===== config.mk =====
export PLATFORM = sky130hd
export DESIGN_NAME = smc_ctrl
export DESIGN_NICKNAME = d
export VERILOG_FILES = /design/src/rtl/smc_pkg.sv /design/src/rtl/smc_tick.sv /design/src/rtl/smc_engine.sv /design/src/rtl/smc_ctrl.sv
export SDC_FILE = /design/constraint.sdc
export NUM_CORES = 1
export LEC_CHECK = 0
export BUFFER_PORTS_ARGS = -buffer_cell sky130_fd_sc_hd__buf_2
export CORE_MARGIN = 2
export CORE_UTILIZATION = 55
export DETAILED_ROUTE_END_ITERATION = 12
export GPL_ROUTABILITY_DRIVEN = 0
export MAX_ROUTING_LAYER = met4
export PLACE_DENSITY = 0.75
export SYNTH_ARGS = -nofsm -noshare
export SYNTH_HDL_FRONTEND = slang
export SYNTH_SLANG_ARGS = --single-unit

===== constraint.sdc =====
create_clock -name clk -period 15.15 [get_ports clk]
set_clock_uncertainty 0.2 [all_clocks]
set_input_delay 0.7575 -clock clk [delete_from_list [all_inputs] [get_ports clk]]
set_output_delay 0.7575 -clock clk [all_outputs]
set_load 0.03 [all_outputs]

===== src/rtl/smc_pkg.sv =====
package smc_pkg;
  localparam logic [4:0] OFS_CR1 = 5'h00;
  localparam logic [4:0] OFS_CR2 = 5'h04;
  localparam logic [4:0] OFS_SR  = 5'h08;
  localparam logic [4:0] OFS_TX  = 5'h0C;
  localparam logic [4:0] OFS_RX  = 5'h10;

  localparam int MODE_A_BIT = 28;
  localparam int MODE_B_BIT = 29;
  localparam int GO_SEND    = 7;
  localparam int GO_STAT    = 10;
  localparam int GO_WREN    = 11;
  localparam int DONE_BIT   = 8;

  localparam logic [7:0] OP_STATUS = 8'h05;
  localparam logic [7:0] OP_WRENA  = 8'h06;

  typedef enum logic [2:0] {
    PH_IDLE, PH_LEAD, PH_LOW, PH_HIGH, PH_TRAIL, PH_GAP1, PH_GAP2
  } phase_e;

  typedef enum logic [1:0] {K_SEND, K_STAT, K_WREN} kind_e;
endpackage


===== src/rtl/smc_tick.sv =====
module smc_tick #(
  parameter int HALF_DIV = 2
) (
  input  logic clk,
  input  logic rst_n,
  input  logic en,
  output logic tick
);
  localparam int CW = (HALF_DIV > 1) ? $clog2(HALF_DIV) : 1;
  localparam logic [CW-1:0] LAST = CW'(HALF_DIV - 1);

  logic [CW-1:0] cnt_q, cnt_d;

  assign tick = en && (cnt_q == LAST);

  always_comb begin
    if (!en || tick) cnt_d = '0;
    else             cnt_d = cnt_q + 1'b1;
  end

  always_ff @(posedge clk or negedge rst_n) begin
    if (!rst_n) cnt_q <= '0;
    else        cnt_q <= cnt_d;
  end
endmodule


===== src/rtl/smc_engine.sv =====
module smc_engine import smc_pkg::*; #(
  parameter int HALF_DIV = 2
) (
  input  logic        clk,
  input  logic        rst_n,
  input  logic        start,
  input  logic [31:0] tx_word,
  input  logic [2:0]  tx_cnt,
  input  logic [1:0]  rx_cnt,
  input  logic [1:0]  bank,
  input  logic        miso,
  output logic        busy,
  output logic        done,
  output logic [23:0] rx_word,
  output logic        sck,
  output logic        mosi,
  output logic [3:0]  cs_n
);
  phase_e      st_q, st_d;
  logic [5:0]  idx_q, idx_d, txb_q, txb_d, nb_q, nb_d, rpos;
  logic [31:0] txw_q, txw_d;
  logic [23:0] rxw_q, rxw_d;
  logic        sck_q, sck_d, mosi_q, mosi_d;
  logic [3:0]  csn_q, csn_d;
  logic        tick;

  function automatic logic pick_bit(input logic [31:0] w, input logic [5:0] i,
                                    input logic [5:0] lim);
    return (i < lim) ? w[{i[4:3], ~i[2:0]}] : 1'b0;
  endfunction

  smc_tick #(.HALF_DIV(HALF_DIV)) u_tick (
    .clk(clk), .rst_n(rst_n), .en(busy), .tick(tick)
  );

  assign busy    = (st_q != PH_IDLE);
  assign done    = (st_q == PH_TRAIL) && tick;
  assign rx_word = rxw_q;
  assign sck     = sck_q;
  assign mosi    = mosi_q;
  assign cs_n    = csn_q;
  assign rpos    = idx_q - txb_q;

  always_comb begin
    st_d = st_q;  idx_d = idx_q;  txb_d = txb_q;  nb_d = nb_q;
    txw_d = txw_q; rxw_d = rxw_q; sck_d = sck_q;  mosi_d = mosi_q;
    csn_d = csn_q;
    unique case (st_q)
      PH_IDLE: if (start) begin
        st_d  = PH_LEAD;
        csn_d = ~(4'b0001 << bank);
        txw_d = tx_word;
        txb_d = {tx_cnt, 3'b000};
        nb_d  = {tx_cnt, 3'b000} + 6'({rx_cnt, 3'b000});
        idx_d = '0;
        rxw_d = '0;
      end
      PH_LEAD: if (tick) begin
        if (nb_q == '0) st_d = PH_TRAIL;
        else begin
          st_d   = PH_LOW;
          sck_d  = 1'b0;
          mosi_d = pick_bit(txw_q, idx_q, txb_q);
        end
      end
      PH_LOW: if (tick) begin
        st_d  = PH_HIGH;
        sck_d = 1'b1;
        if (idx_q >= txb_q) rxw_d[{rpos[4:3], ~rpos[2:0]}] = miso;
      end
      PH_HIGH: if (tick) begin
        if (idx_q == nb_q - 6'd1) st_d = PH_TRAIL;
        else begin
          idx_d  = idx_q + 6'd1;
          st_d   = PH_LOW;
          sck_d  = 1'b0;
          mosi_d = pick_bit(txw_q, idx_q + 6'd1, txb_q);
        end
      end
      PH_TRAIL: if (tick) begin
        st_d   = PH_GAP1;
        csn_d  = 4'hF;
        mosi_d = 1'b0;
      end
      PH_GAP1: if (tick) st_d = PH_GAP2;
      PH_GAP2: if (tick) st_d = PH_IDLE;
      default: st_d = PH_IDLE;
    endcase
  end

  always_ff @(posedge clk or negedge rst_n) begin
    if (!rst_n) begin
      st_q <= PH_IDLE; idx_q <= '0; txb_q <= '0; nb_q <= '0;
      txw_q <= '0; rxw_q <= '0; sck_q <= 1'b1; mosi_q <= 1'b0; csn_q <= 4'hF;
    end else begin
      st_q <= st_d; idx_q <= idx_d; txb_q <= txb_d; nb_q <= nb_d;
      txw_q <= txw_d; rxw_q <= rxw_d; sck_q <= sck_d; mosi_q <= mosi_d; csn_q <= csn_d;
    end
  end
endmodule


===== src/rtl/smc_ctrl.sv =====
module smc_ctrl import smc_pkg::*; #(
  parameter int HALF_DIV = 2
) (
  input  logic        clk,
  input  logic        rst_n,
  input  logic        reg_wr,
  input  logic [4:0]  reg_addr,
  input  logic [31:0] reg_wdata,
  output logic [31:0] reg_rdata,
  output logic        spi_sck,
  output logic        spi_mosi,
  input  logic        spi_miso,
  output logic [3:0]  spi_cs_n
);
  logic [1:0]  rs_q;
  logic        rst_s;
  logic        wr_c1, wr_c2, wr_sr, wr_tx, start, busy, done;
  logic [31:0] e_word;
  logic [2:0]  e_tx;
  logic [1:0]  e_rx;
  kind_e       e_kind, kind_q, kind_d;
  logic [23:0] e_rxw;
  logic [1:0]  mode_q, mode_d, bank_q, bank_d;
  logic [2:0]  txf_q, txf_d, rxf_q, rxf_d;
  logic [31:0] tx_q, tx_d, rxd_q, rxd_d, cr2_rd;
  logic [7:0]  fst_q, fst_d;
  logic        fin_q, fin_d;

  always_ff @(posedge clk or negedge rst_n) begin
    if (!rst_n) rs_q <= 2'b00;
    else        rs_q <= {rs_q[0], 1'b1};
  end
  assign rst_s = rs_q[1];

  smc_engine #(.HALF_DIV(HALF_DIV)) u_eng (
    .clk(clk), .rst_n(rst_s), .start(start), .tx_word(e_word), .tx_cnt(e_tx),
    .rx_cnt(e_rx), .bank(reg_wdata[13:12]), .miso(spi_miso), .busy(busy),
    .done(done), .rx_word(e_rxw), .sck(spi_sck), .mosi(spi_mosi), .cs_n(spi_cs_n)
  );

  always_comb begin
    wr_c1 = reg_wr && (reg_addr == OFS_CR1);
    wr_c2 = reg_wr && (reg_addr == OFS_CR2);
    wr_sr = reg_wr && (reg_addr == OFS_SR);
    wr_tx = reg_wr && (reg_addr == OFS_TX);
    start = wr_c2 && !busy &&
            (reg_wdata[GO_SEND] || reg_wdata[GO_STAT] || reg_wdata[GO_WREN]);
    if (reg_wdata[GO_SEND]) begin
      e_word = tx_q;
      e_tx   = (reg_wdata[2:0] > 3'd4) ? 3'd4 : reg_wdata[2:0];
      e_rx   = (reg_wdata[6:4] > 3'd3) ? 2'd3 : reg_wdata[5:4];
      e_kind = K_SEND;
    end else if (reg_wdata[GO_STAT]) begin
      e_word = {24'd0, OP_STATUS}; e_tx = 3'd1; e_rx = 2'd1; e_kind = K_STAT;
    end else begin
      e_word = {24'd0, OP_WRENA};  e_tx = 3'd1; e_rx = 2'd0; e_kind = K_WREN;
    end
  end

  always_comb begin
    mode_d = wr_c1 ? {reg_wdata[MODE_B_BIT], reg_wdata[MODE_A_BIT]} : mode_q;
    txf_d  = (wr_c2 && !busy) ? reg_wdata[2:0]   : txf_q;
    rxf_d  = (wr_c2 && !busy) ? reg_wdata[6:4]   : rxf_q;
    bank_d = (wr_c2 && !busy) ? reg_wdata[13:12] : bank_q;
    tx_d   = wr_tx ? reg_wdata : tx_q;
    kind_d = start ? e_kind : kind_q;
    rxd_d  = (done && kind_q == K_SEND) ? {8'd0, e_rxw} : rxd_q;
    fst_d  = (done && kind_q == K_STAT) ? e_rxw[7:0]    : fst_q;
    if (done)                             fin_d = 1'b1;
    else if (wr_sr && !reg_wdata[DONE_BIT]) fin_d = 1'b0;
    else                                  fin_d = fin_q;
  end

  always_ff @(posedge clk or negedge rst_s) begin
    if (!rst_s) begin
      mode_q <= '0; txf_q <= '0; rxf_q <= '0; bank_q <= '0; tx_q <= '0;
      kind_q <= K_SEND; rxd_q <= '0; fst_q <= '0; fin_q <= 1'b0;
    end else begin
      mode_q <= mode_d; txf_q <= txf_d; rxf_q <= rxf_d; bank_q <= bank_d; tx_q <= tx_d;
      kind_q <= kind_d; rxd_q <= rxd_d; fst_q <= fst_d; fin_q <= fin_d;
    end
  end

  assign cr2_rd = {18'd0, bank_q, 5'd0, rxf_q, 1'b0, txf_q};

  always_comb begin
    unique case (reg_addr)
      OFS_CR1: reg_rdata = {2'b00, mode_q, 28'd0};
      OFS_CR2: reg_rdata = cr2_rd;
      OFS_SR:  reg_rdata = {23'd0, fin_q, fst_q};
      OFS_TX:  reg_rdata = tx_q;
      OFS_RX:  reg_rdata = rxd_q;
      default: reg_rdata = '0;
    endcase
  end
endmodule


==> summary.md <==
| Metric | Value |
|---|---|
| Status | completed |
| Start of the worst register-to-register path | u_eng.idx_q[1] |
| Critical register-to-register path endpoint | u_eng.mosi |
| Fillers | 1097 |
| DP Area | 0.00824 mm² |
| Largest cells by area after synthesis | dfrtp_1, mux2_2, nand2_1, o21ai_0, mux4_2 |
| Critical path endpoint | u_eng.mosi |
| Routed via count | 6166 |
| Effective utilization at floorplan | 56.1% |
| First-pass GRT wire length | 31500 µm |
| CTS tree | done |
| Worst skew pair latency | 0.43 ns |
| Via density | 6.23 |
| Die Footprint | 0.0151 mm² |
| Final-stage net count | 850 |
| CTS Hold Bufs | 1 |
| Rows | 43 |
| Initial DRC Count | 522 |
| Post-Route WL | 19700 µm |
| Ys Warns | 0 |
| Critical path peak fanout | 17 |
| CP Data Arrival Time | 3.64 ns |
| Max-cap violations | 0 |
| Type of the most critical hold path | flop to async pin |
| Area Growth Syn to Fin | 14.4% |
| Post-synth top area cell | dfrtp_1 |
| Post-synthesis instance total | 740 |
| Ys flop type | dfrtp_1 |
| Post-cts sizing count | 0 |
| Reg2Reg Setup Slack | 11.65 ns |
| CTS Buf Count | 17 |
| Design Area, Final | 0.00891 mm² |
| Setup crit start kind | flop |
| LEAKAGE | 0.00440 µW |
| CTS H-tree depth | 4 |
| Yosys reg bits | 157 |
| Pwr dens | 110 mW/mm² |
| Endpoints failing setup | 0 |
| Per-cell routed wire length | 19.9 µm |
| Met1 Wirelength | 7890 µm |
| Normalized max-slew margin | 21.5% |
| Setup bufs post-CTS | 0 |
| Worst-Margin Slew | 1.17 ns |
| Post-synth cell types | 63 |
| Met2 wire len | 9780 µm |
| Commonest cells post-synth | dfrtp_1, nand2_1, o21ai_0 |
| Fmax | 285 MHz |
| Peak supply drop | 0.0000784 V |
| Die height | 123 µm |
| Slew Limit Fails | 0 |
| HPWL after DPL | 13600 µm |
| Critical path type | flop to flop |
| Crit end category | flop |
| Fin Setup TNS | 0 ns |
| RSZ-0062 raised after global routing | false |
| Final min period | 3.50 ns |
| EDFF count, synth | 0 |
| Initial antenna violation count | 0 |
| Synthesized area per cell | 10.5 µm² |
| Remaining DRCs | 0 |
| Total GRT Usage | 28.3% |
| Number of global-route vias before repair | 6169 |
| Seq/Total Area, Yosys | 50.5% |
| Critical Path RT | 15.29 ns |
| Largest net degree at the start of global routing | 76 |
| Worst-path clk slew | 0.06 ns |
| Ys async rst share | 100% |
| FF-to-FF path depth | 10 |
| Die X | 123 µm |
| Routed wl met3 | 1520 µm |
| Top Ports | 79 |
| Syn_nets | 794 |
| Core area | 0.0139 mm² |
| Tcrit/Tclk final | 23.1% |
| Most common cell in the netlist | dfrtp_1 |
| Final ANT Viol Nets | 0 |
| IO buf count | 78 |
| Drt first pass iters | 7 |
| CTS Sinks | 157 |
| Final hold vios | 0 |
| Area share of the largest cell type after synthesis | 48.8% |
| Layout cells sized above 1 | 26.5% |
| GRT Residual Overflow | 0 |
| Max Root-Sink Buffers | 2 |
| Top Metal Used | met4 |
| N_diodes | 0 |
| Worst setup path start | u_eng.idx_q[1] |
| Synth Cell Area | 0.00779 mm² |
| Root cell of the clock tree | clkbuf_16 |
cell families after synthesis:
kind of cell	after synthesis	synth area share, %
multiplexers	90	14.7
buffers and inverters	70	3.87
AO/OA/AOI/OAI	160	12.9
flip-flops	157	50.5
adder cells (fa/ha/maj)	13	2.18
XOR/XNOR	10	1.22
other	1	0.0481
AND/OR/NAND/NOR	239	14.5
area by class of cell:
type | count | area [µm²] | area share [%]
Sequential cell | 157 | 3940 | 44.2
Multi-Input combinational cell | 513 | 3560 | 40.0
Clock buffer | 21 | 470 | 5.28
Timing Repair Buffer | 85 | 445 | 5.00
Tap cell | 180 | 225 | 2.53
Clock inverter | 11 | 188 | 2.11
Inverter | 22 | 82.6 | 0.927
state kept, by name (all words and copies together) (netlist names), 3 cells and up:
| register | flops |
|---|---|
| tx_q | 32 |
| u_eng.txw_q | 32 |
| rxd_q | 24 |
| u_eng.rx_word | 24 |
| fst_q | 8 |
| u_eng.idx_q | 6 |
| u_eng.cs_n | 4 |
| rxf_q | 3 |
| txf_q | 3 |
| u_eng.nb_q | 3 |
| u_eng.st_q | 3 |
| u_eng.txb_q | 3 |
routing by layer:
| layer | vias up | track usage [%] |
|---|---|---|
| met5 | - | - |
| met4 | 0 | 12.0 |
| met3 | 51 | 6.41 |
| met2 | 265 | 44.4 |
| met1 | 3106 | 35.6 |
| li1 | 2744 | - |
worst max-delay path, cell delays in order, from the launching register on:
cell      delay, ns
dfrtp_1        0.80
ha_1           0.55
and2_1         0.35
nand2_1        0.12
xor2_1         0.25
inv_1          0.11
ha_1           0.28
a21boi_0       0.13
o21ai_0        0.27
o311ai_1       0.15
o211ai_1       0.21
per-stage QoR:
| step | hold slack (ns) | power (µW) | util, % | cells | setup slack [ns] |
|---|---|---|---|---|---|
| after floorplan | 0.131 | 487 | - | 740 | 10.26 |
| after global placement | -0.000428 | 509 | 59.4 | 956 | 11.83 |
| after detailed placement | 0.00673 | 511 | 59.4 | 956 | 11.74 |
| after CTS | 0.0126 | 980 | 64.2 | 989 | 11.72 |
| after global routing | 0.0362 | 1010 | 64.2 | 989 | 11.31 |
| final | 0.00449 | 979 | 64.2 | 989 | 11.65 |
worst min-delay path by stage:
stage | end | cells after the start | slack [ns] | startpoint
2_1_floorplan | rs_q[1] | 0 | 0.13 | rs_q[0]
3_3_place_gp | tx_q[20] | 0 | -0.0004 | rs_q[1]
3_5_place_dp | tx_q[20] | 0 | 0.007 | rs_q[1]
4_1_cts | tx_q[20] | 0 | 0.01 | rs_q[1]
5_1_grt | tx_q[20] | 0 | 0.04 | rs_q[1]
6_report | tx_q[20] | 0 | 0.004 | rs_q[1]
power by group:
part | switching (µW) | leakage (µW) | internal [µW] | total [µW]
logic | 24.1 | 0.00200 | 20.3 | 44.4
registers | 21.3 | 0.00207 | 439 | 460
clock network | 169 | 0.000327 | 305 | 474
cells in the final DEF (no fill, tap or decap), types with 6 or more instances in the layout:
| master | count |
|---|---|
| a21oi_1 | 32 |
| a222oi_1 | 11 |
| a22o_1 | 17 |
| and2_1 | 9 |
| buf_2 | 78 |
| buf_4 | 6 |
| clkbuf_16 | 17 |
| dfrtp_1 | 151 |
| ha_1 | 12 |
| inv_1 | 22 |
| mux2_2 | 67 |
| mux2i_1 | 10 |
| mux4_2 | 13 |
| nand2_1 | 128 |
| nand3_1 | 38 |
| nor2_1 | 22 |
| nor3_1 | 8 |
| o21ai_0 | 71 |
Power figures use the tool's default switching activity.
